`src/rtl/vbase_pkg.sv`:
```
package vbase_pkg;
    localparam int unsigned REG_W  = 16;
    localparam int unsigned ADDR_W = 2;
    localparam int unsigned ALIGN_BITS = 8;
    localparam logic [REG_W-1:0] UNLOCK_KEY = 16'h0096;
    localparam logic [REG_W-1:0] RD_LOCKED   = 16'h0001;
    localparam logic [REG_W-1:0] RD_UNLOCKED = 16'h0000;

    typedef enum logic [ADDR_W-1:0] {
        SEL_KEY  = 2'd0,
        SEL_LOW  = 2'd1,
        SEL_HIGH = 2'd2,
        SEL_NONE = 2'd3
    } reg_sel_e;

    typedef struct packed {
        logic       key;
        logic       low;
        logic       high;
    } wr_strobe_t;

    function automatic logic [REG_W-1:0] align_low(input logic [REG_W-1:0] v);
        logic [REG_W-1:0] m;
        m = v;
        m[ALIGN_BITS-1:0] = '0;
        return m;
    endfunction
endpackage

```
`src/rtl/vbase_decode.sv`:
```
module vbase_decode
    import vbase_pkg::*;
(
    input  logic [ADDR_W-1:0] addr,
    input  logic              we,
    output wr_strobe_t        stb
);
    reg_sel_e sel;
    always_comb begin
        sel = reg_sel_e'(addr);
        stb = '0;
        if (we) begin
            unique case (sel)
                SEL_KEY:  stb.key  = 1'b1;
                SEL_LOW:  stb.low  = 1'b1;
                SEL_HIGH: stb.high = 1'b1;
                default:  ;
            endcase
        end
    end
endmodule

```
`src/rtl/vbase_lock.sv`:
```
module vbase_lock
    import vbase_pkg::*;
(
    input  logic             clk,
    input  logic             rst,
    input  logic             key_we,
    input  logic [REG_W-1:0] key_data,
    output logic             locked
);
    always_ff @(posedge clk) begin
        if (rst)         locked <= 1'b1;
        else if (key_we) locked <= (key_data != UNLOCK_KEY);
    end
endmodule

```
`src/rtl/vbase_half.sv`:
```
module vbase_half
    import vbase_pkg::*;
#(
    parameter logic [REG_W-1:0] RESET_VAL = '0,
    parameter bit               ALIGNED   = 1'b0
) (
    input  logic             clk,
    input  logic             rst,
    input  logic             wr,
    input  logic [REG_W-1:0] wdata,
    output logic [REG_W-1:0] q
);
    logic [REG_W-1:0] nxt;
    logic [REG_W-1:0] rst_v;
    generate
        if (ALIGNED) begin : g_al
            assign nxt   = align_low(wdata);
            assign rst_v = align_low(RESET_VAL);
        end else begin : g_pl
            assign nxt   = wdata;
            assign rst_v = RESET_VAL;
        end
    endgenerate
    always_ff @(posedge clk) begin
        if (rst)     q <= rst_v;
        else if (wr) q <= nxt;
    end
endmodule

```
`src/rtl/vbase_bank.sv`:
```
module vbase_bank
    import vbase_pkg::*;
#(
    parameter logic [31:0] DEFAULT_BASE = 32'h0000_8000
) (
    input  logic        clk,
    input  logic        rst,
    input  logic [1:0]  bus_addr,
    input  logic [15:0] bus_wdata,
    input  logic        bus_we,
    output logic [15:0] bus_rdata,
    output logic [31:0] vec_base
);
    wr_strobe_t       stb;
    logic             locked;
    logic [REG_W-1:0] lo_q, hi_q;

    vbase_decode u_dec (.addr(bus_addr), .we(bus_we), .stb(stb));

    vbase_lock u_lock (
        .clk(clk), .rst(rst), .key_we(stb.key),
        .key_data(bus_wdata), .locked(locked)
    );

    vbase_half #(.RESET_VAL(DEFAULT_BASE[15:0]), .ALIGNED(1'b1)) u_lo (
        .clk(clk), .rst(rst), .wr(stb.low && !locked),
        .wdata(bus_wdata), .q(lo_q)
    );

    vbase_half #(.RESET_VAL(DEFAULT_BASE[31:16]), .ALIGNED(1'b0)) u_hi (
        .clk(clk), .rst(rst), .wr(stb.high && !locked),
        .wdata(bus_wdata), .q(hi_q)
    );

    assign vec_base = {hi_q, lo_q};

    always_comb begin
        unique case (reg_sel_e'(bus_addr))
            SEL_KEY:  bus_rdata = locked ? RD_LOCKED : RD_UNLOCKED;
            SEL_LOW:  bus_rdata = lo_q;
            SEL_HIGH: bus_rdata = hi_q;
            default:  bus_rdata = '0;
        endcase
    end
endmodule

```
`config.mk`:
```
export PLATFORM = sky130hd
export DESIGN_NAME = vbase_bank
export DESIGN_NICKNAME = d
export VERILOG_FILES = /design/src/rtl/vbase_pkg.sv /design/src/rtl/vbase_decode.sv /design/src/rtl/vbase_lock.sv /design/src/rtl/vbase_half.sv /design/src/rtl/vbase_bank.sv
export SDC_FILE = /design/constraint.sdc
export NUM_CORES = 1
export LEC_CHECK = 0
export BUFFER_PORTS_ARGS = -buffer_cell sky130_fd_sc_hd__clkbuf_2
export CAP_MARGIN = 20
export CELL_PAD_IN_SITES_DETAIL_PLACEMENT = 1
export CELL_PAD_IN_SITES_GLOBAL_PLACEMENT = 2
export CORE_MARGIN = 2
export CORE_UTILIZATION = 24
export DETAILED_ROUTE_END_ITERATION = 8
export HOLD_SLACK_MARGIN = 0.15
export MAX_ROUTING_LAYER = met4
export PLACE_DENSITY = 0.94
export SYNTH_ARGS = -nofsm -noshare
export SYNTH_HDL_FRONTEND = slang
export SYNTH_SLANG_ARGS = --single-unit
```
`constraint.sdc`:
```
create_clock -name clk -period 2.5 [get_ports clk]
set_clock_uncertainty 0.15 [all_clocks]
set_input_delay 0.5 -clock clk [delete_from_list [all_inputs] [get_ports clk]]
set_output_delay 0.5 -clock clk [all_outputs]
set_load 0.01 [all_outputs]
```
==> out/results.tsv, run 1 <==
metric	value	unit
layout_commonest_cell	clkbuf_2	
reg2reg_from	u_lock.locked	
fin_crit_sh	93.85	%
drive_gt1_share	36.08	%
hp-class	in2reg	
dieArea	0.005438	mm²
num_vias	1120	
grt_pass1_vias	1073	
post_cts_buffers	0	
max_cap_viol_count	0	
antenna_cells	0	
die_h	73.74	µm
most-common-layout-cells	clkbuf_2 (60), nand2_1 (32), dfxtp_1 (25)	
grtUsageTotal	13.60	%
syn_area	0.001167	mm²
p_per_area	473.8	mW/mm²
numPortBuffers	60	
yosysWarnings	0	
coreArea	0.004692	mm²
critPathLaunchType	input port	
antenna_found_initial	0	
hold_depth	3	
end_kind	output pin	
rrSetupSlack	1.01	ns
worst_hold_startpoint	bus_wdata[10]	
via_per_inst	4.516	
cts_resized	0	
cp.required	1.85	ns
dp_hpwl	2.668	mm
clk_pin_slew	0.09	ns
gp_congestion	0.6988	
fin_nets	216	
rsz0062_at_grt	false	
syn_to_final_growth	29.90	%
finalCriticalPeriod	2.346	ns
clock-sinks	25	
avgRoutedWirePerCell	14.42	µm
synth_top_area_share	42.87	%
ctsHoldBuffers	0	
synth.distinct_cells	23	
worst_slew_pin_slew	0.8139	ns
die_x	73.74	µm
htree_num_levels	1	
placedCellCount	244	
synth_area_leaders	dfxtp_1 (43%), nand2_1 (10%), a21oi_1 (7.3%)	
wl	3.576	mm
drtIter0Drc	41	
synth_seq_cells	25	
ios	69	
drc	0	
clock_latency	0.26	ns
synth_top_cell_by_area	dfxtp_1	
utilization	32.32	%
ys_seq_area_share	42.87	%
finalSetupViolations	0	
initial_core_util	24.88	%
status	completed	
dr.pass1.iters	4	
rows	25	
slew_headroom	45.63	%
drt.antenna.violating_nets	0	
leakagePower	0.0006634	µW
grt_pass1_wl	5.430	mm
cp_max_fo	8	
crit_type	in2out	
hold_viol	0	
power	718.5	µW
numCtsBuffers	3	
totalNegativeSetupSlack	0	ns
finalMaxSlewViolations	0	
ir_drop	0.3332	mV
final_cells	248	
fmax	426.2	MHz
syn_inst	138	
reg2reg_depth	3	
grt_overflow_total	0	
crit_path_start	bus_addr[0]	
avgSynthCellArea	8.459	µm²
grt_start_max_net_pins	26	
root_buffer	clkbuf_8	
cts_tree	built	
crit_arrival	1.70	ns
clockBufferDepth	2	
## sequential cells by signal, indices dropped and copies added, names as in the netlist
| signal | flops |
|---|---|
| u_lock.locked | 1 |
| u_hi.q | 16 |
| u_lo.q | 8 |
## kinds of logic after synthesis
kind of cell / count (synthesis) / share of synthesized area, %
AOI/OAI and AO/OA: 27 / 14.47
buffers and inverters: 18 / 9.967
DFF: 25 / 42.87
muxes: 8 / 6.860
other: 1 / 0.3212
and+or+nand+nor: 59 / 25.51
## worst paths after layout
kind / to
hold / removal: u_hi.q[10]
setup reg to reg: u_lo.q[15]
setup / recovery: bus_rdata[13]
hold reg to reg: u_hi.q[1]
## per-layer routing
| layer | global-route usage, % | part of all wire (%) |
|---|---|---|
| met5 | - | 0 |
| met4 | 2.424 | 0.48 |
| met3 | 3.018 | 5.5 |
| met2 | 23.12 | 50 |
| met1 | 16.65 | 44 |
## stage by stage
step	worst slack (ns)	area (µm²)	hold slack (ns)
6_report	0.1538	1516	0.3165
5_1_grt	0.04232	1516	0.3099
4_1_cts	0.09750	1516	0.3054
3_5_place_dp	0.09616	1468	0.3152
3_3_place_gp	0.1035	1468	0.3055
2_1_floorplan	0.6831	1194	0.3370
## worst max-delay path, cell delays in order
cell and delay [ns]:
clkbuf_2 0.13, nor2b_1 0.67, a22o_1 0.26, clkbuf_2 0.13
## power by group
part,switching (µW),leakage [µW],internal (µW)
Clock,133,0.0000217,113
Combinational,42.5,0.000440,26.2
Sequential,2.74,0.000202,401
## cell type report
cell class,instances,area [µm²]
tap,54,67.56
sequential,25,500.5
multi-input combinational,102,576.8
clock inverter,1,7.507
fill,589,3176
clock buffer,3,41.29
timing repair buffer,63,322.8
## synthesized netlist by cell type
cell type and n:
nor4_1 1, and2_1 7, nor2b_1 3, o21ai_1 1, dfxtp_1 25, and4bb_2 2
nor2_1 8, or3b_2 1, buf_2 1, or4b_1 1, clkdlybuf4s25_2 1, a21oi_1 17
or4_1 2, nand4bb_1 1, nand4b_1 1, a22o_1 8, nand2_1 32, conb_1 1
buf_4 10, a211o_1 1, clkbuf_1 3, clkbuf_2 3, mux2i_1 8
Note: power is estimated with default switching activity, not from simulation.
==> run 2, diff against run 1 <==
Settings changed: BUFFER_PORTS_ARGS -buffer_cell sky130_fd_sc_hd__clkbuf_2 to -buffer_cell sky130_fd_sc_hd__buf_4.
==> run 2 against run 1 <==
Compared with the run above:
- sequential power about the same
- routed wire length about the same
- maximum frequency down 0.50%
- critical path depth unchanged
- worst setup slack worse by 0.012 ns
- total power up 0.81%
- largest cell class unchanged
- largest power group unchanged
==> out/results.tsv, run 2 (same netlist as run 1, synthesis figures left out) <==
metric	value	unit	change
clockBufferDepth	2		unchanged
dp_hpwl	2.591	mm	was 2.668 mm
clock-sinks	25		unchanged
path_buf_inv	2		unchanged
rows	25		unchanged
cp.required	1.85	ns	about the same
cts_resized	1		was 0
hold_ws	0.3031	ns	was 0.3165 ns
seqPwrFrac	55.8	%	was 56.2%
p_comb_share	10.9	%	was 9.6%
cp_max_fo	8		unchanged
root_buffer	clkbuf_8		unchanged
grt_start_max_net_pins	26		unchanged
crit_arrival	1.71	ns	was 1.70 ns
max_cap_viol_count	0		unchanged
avgRoutedWirePerCell	14.47	µm	was 14.42 µm
post_cts_buffers	0		unchanged
antenna_found_initial	0		unchanged
end_kind	output pin		unchanged
die_x	73.74	µm	unchanged
net-switching-power	172.0	µW	was 178.1 µW
syn_to_final_growth	42.01	%	was 29.90%
fin_crit_sh	94.32	%	was 93.85%
hold_viol	0		unchanged
critPathLaunchType	input port		unchanged
rsz0062_at_grt	false		unchanged
grt_pass1_vias	1112		was 1073
slowest_stage	nor2b_1		unchanged
drt.antenna.violating_nets	0		unchanged
leakagePower	0.0007050	µW	was 0.0006634 µW
ios	69		unchanged
grt_overflow_total	0		unchanged
grtUsageTotal	13.82	%	was 13.60%
initial_core_util	24.88	%	unchanged
largest_register_ffs	16		unchanged
totalNegativeSetupSlack	0	ns	unchanged
p_per_area	436.9	mW/mm²	was 473.8 mW/mm²
reg_top3	u_hi.q x16, u_lo.q x8, u_lock.locked x1		unchanged
status	completed		unchanged
drtIter0Drc	46		was 41
switching_share	23.75	%	was 24.78%
crit_chain	buf_4 > nor2b_1 > a22o_1 > buf_4		was clkbuf_2 > nor2b_1 > a22o_1 > clkbuf_2
worst_slew_pin_slew	0.8563	ns	was 0.8139 ns
coreArea	0.004692	mm²	unchanged
dr.pass1.iters	4		unchanged
wl	3.575	mm	was 3.576 mm
path_delay_family	simple AND/OR/NAND/NOR gates		unchanged
ir_drop	0.2376	mV	was 0.3332 mV
clock_latency	0.26	ns	about the same
largest_register	u_hi.q		unchanged
htree_num_levels	1		unchanged
numCtsBuffers	3		unchanged
cts_tree	built		unchanged
grt_pass1_wl	5.575	mm	was 5.430 mm
drive_gt1_share	35.75	%	was 36.08%
crit_type	in2out		unchanged
slew_headroom	42.80	%	was 45.63%
die_h	73.74	µm	unchanged
layout_commonest_cell	buf_4		was clkbuf_2
finalCriticalPeriod	2.358	ns	was 2.346 ns
internal_power	552.2	µW	was 540.4 µW
critical_path.most_common_cell	buf_4		was clkbuf_2
gp_congestion	0.6704		was 0.6988
fin_nets	215		was 216
dieArea	0.005438	mm²	unchanged
via_per_inst	4.704		was 4.516
hp-class	in2reg		unchanged
drc	0		unchanged
max_stage_delay	0.69	ns	was 0.67 ns
finalMaxSlewViolations	0		unchanged
ctsHoldBuffers	0		unchanged
finalSetupViolations	0		unchanged
numPortBuffers	60		unchanged
p_clk_share	33.3	%	was 34.2%
antenna_cells	0		unchanged
most-common-layout-cells	buf_4 (62), nand2_1 (32), dfxtp_1 (25)		was clkbuf_2 (60), nand2_1 (32), dfxtp_1 (25)
utilization	35.33	%	was 32.32%
num_vias	1162		was 1120
clk_pin_slew	0.09	ns	about the same
fmax	424.1	MHz	was 426.2 MHz
[run 2: cell types whose count changed in the layout (fill, tap and decap cells not counted)]
cell	delta
clkbuf_2	-60
buf_4	+59
clkbuf_1	+1
clkinvlp_4	-1
nor2b_2	+1
nor2b_1	-1
[run 2: power groups by stage]
stage	combinational, µW	clock (µW)	sequential [µW]
floorplan	41.3	0	414
CTS	80.3	255	404
finish	79.2	241	404
detailed placement	79.8	0	414
global route	87.9	270	405
global placement	78.7	0	413
[run 2: layer usage]
metal  track usage, %  vias to the layer above  wire [µm]
met5                -                        -          0
met4            2.424                        0         17
met3            3.567                        2        210
met2            23.31                       36       1776
met1            16.75                      558       1571
li1                 -                      566          -
[run 2: area by class of cell]
type / instances / area, µm²
clock buffer: 4 / 45.04
fill: 581 / 3034
multi-input combinational: 102 / 579.3
sequential: 25 / 500.5
tap: 54 / 67.56
timing repair buffer: 62 / 465.4
[run 2: worst paths after layout]
kind                  from            to  depth (start not counted)  slack (ns)
min          bus_wdata[15]    u_lo.q[15]                          2        0.30
max reg2reg  u_lock.locked    u_lo.q[15]                          3        1.02
min reg2reg      u_hi.q[3]     u_hi.q[3]                          2        0.32
max            bus_addr[0]  bus_rdata[9]                          4        0.14
[run 2: metrics by stage]
stage	std cells	power, µW	cell area, µm²	worst slack (ns)
5_1_grt	247	762.3	1658	0.04166
3_3_place_gp	243	492.1	1610	-0.02003
2_1_floorplan	145	455.4	1194	0.6831
6_report	247	724.3	1658	0.1420
3_5_place_dp	243	493.5	1610	-0.06261
4_1_cts	247	739.3	1658	0.09656
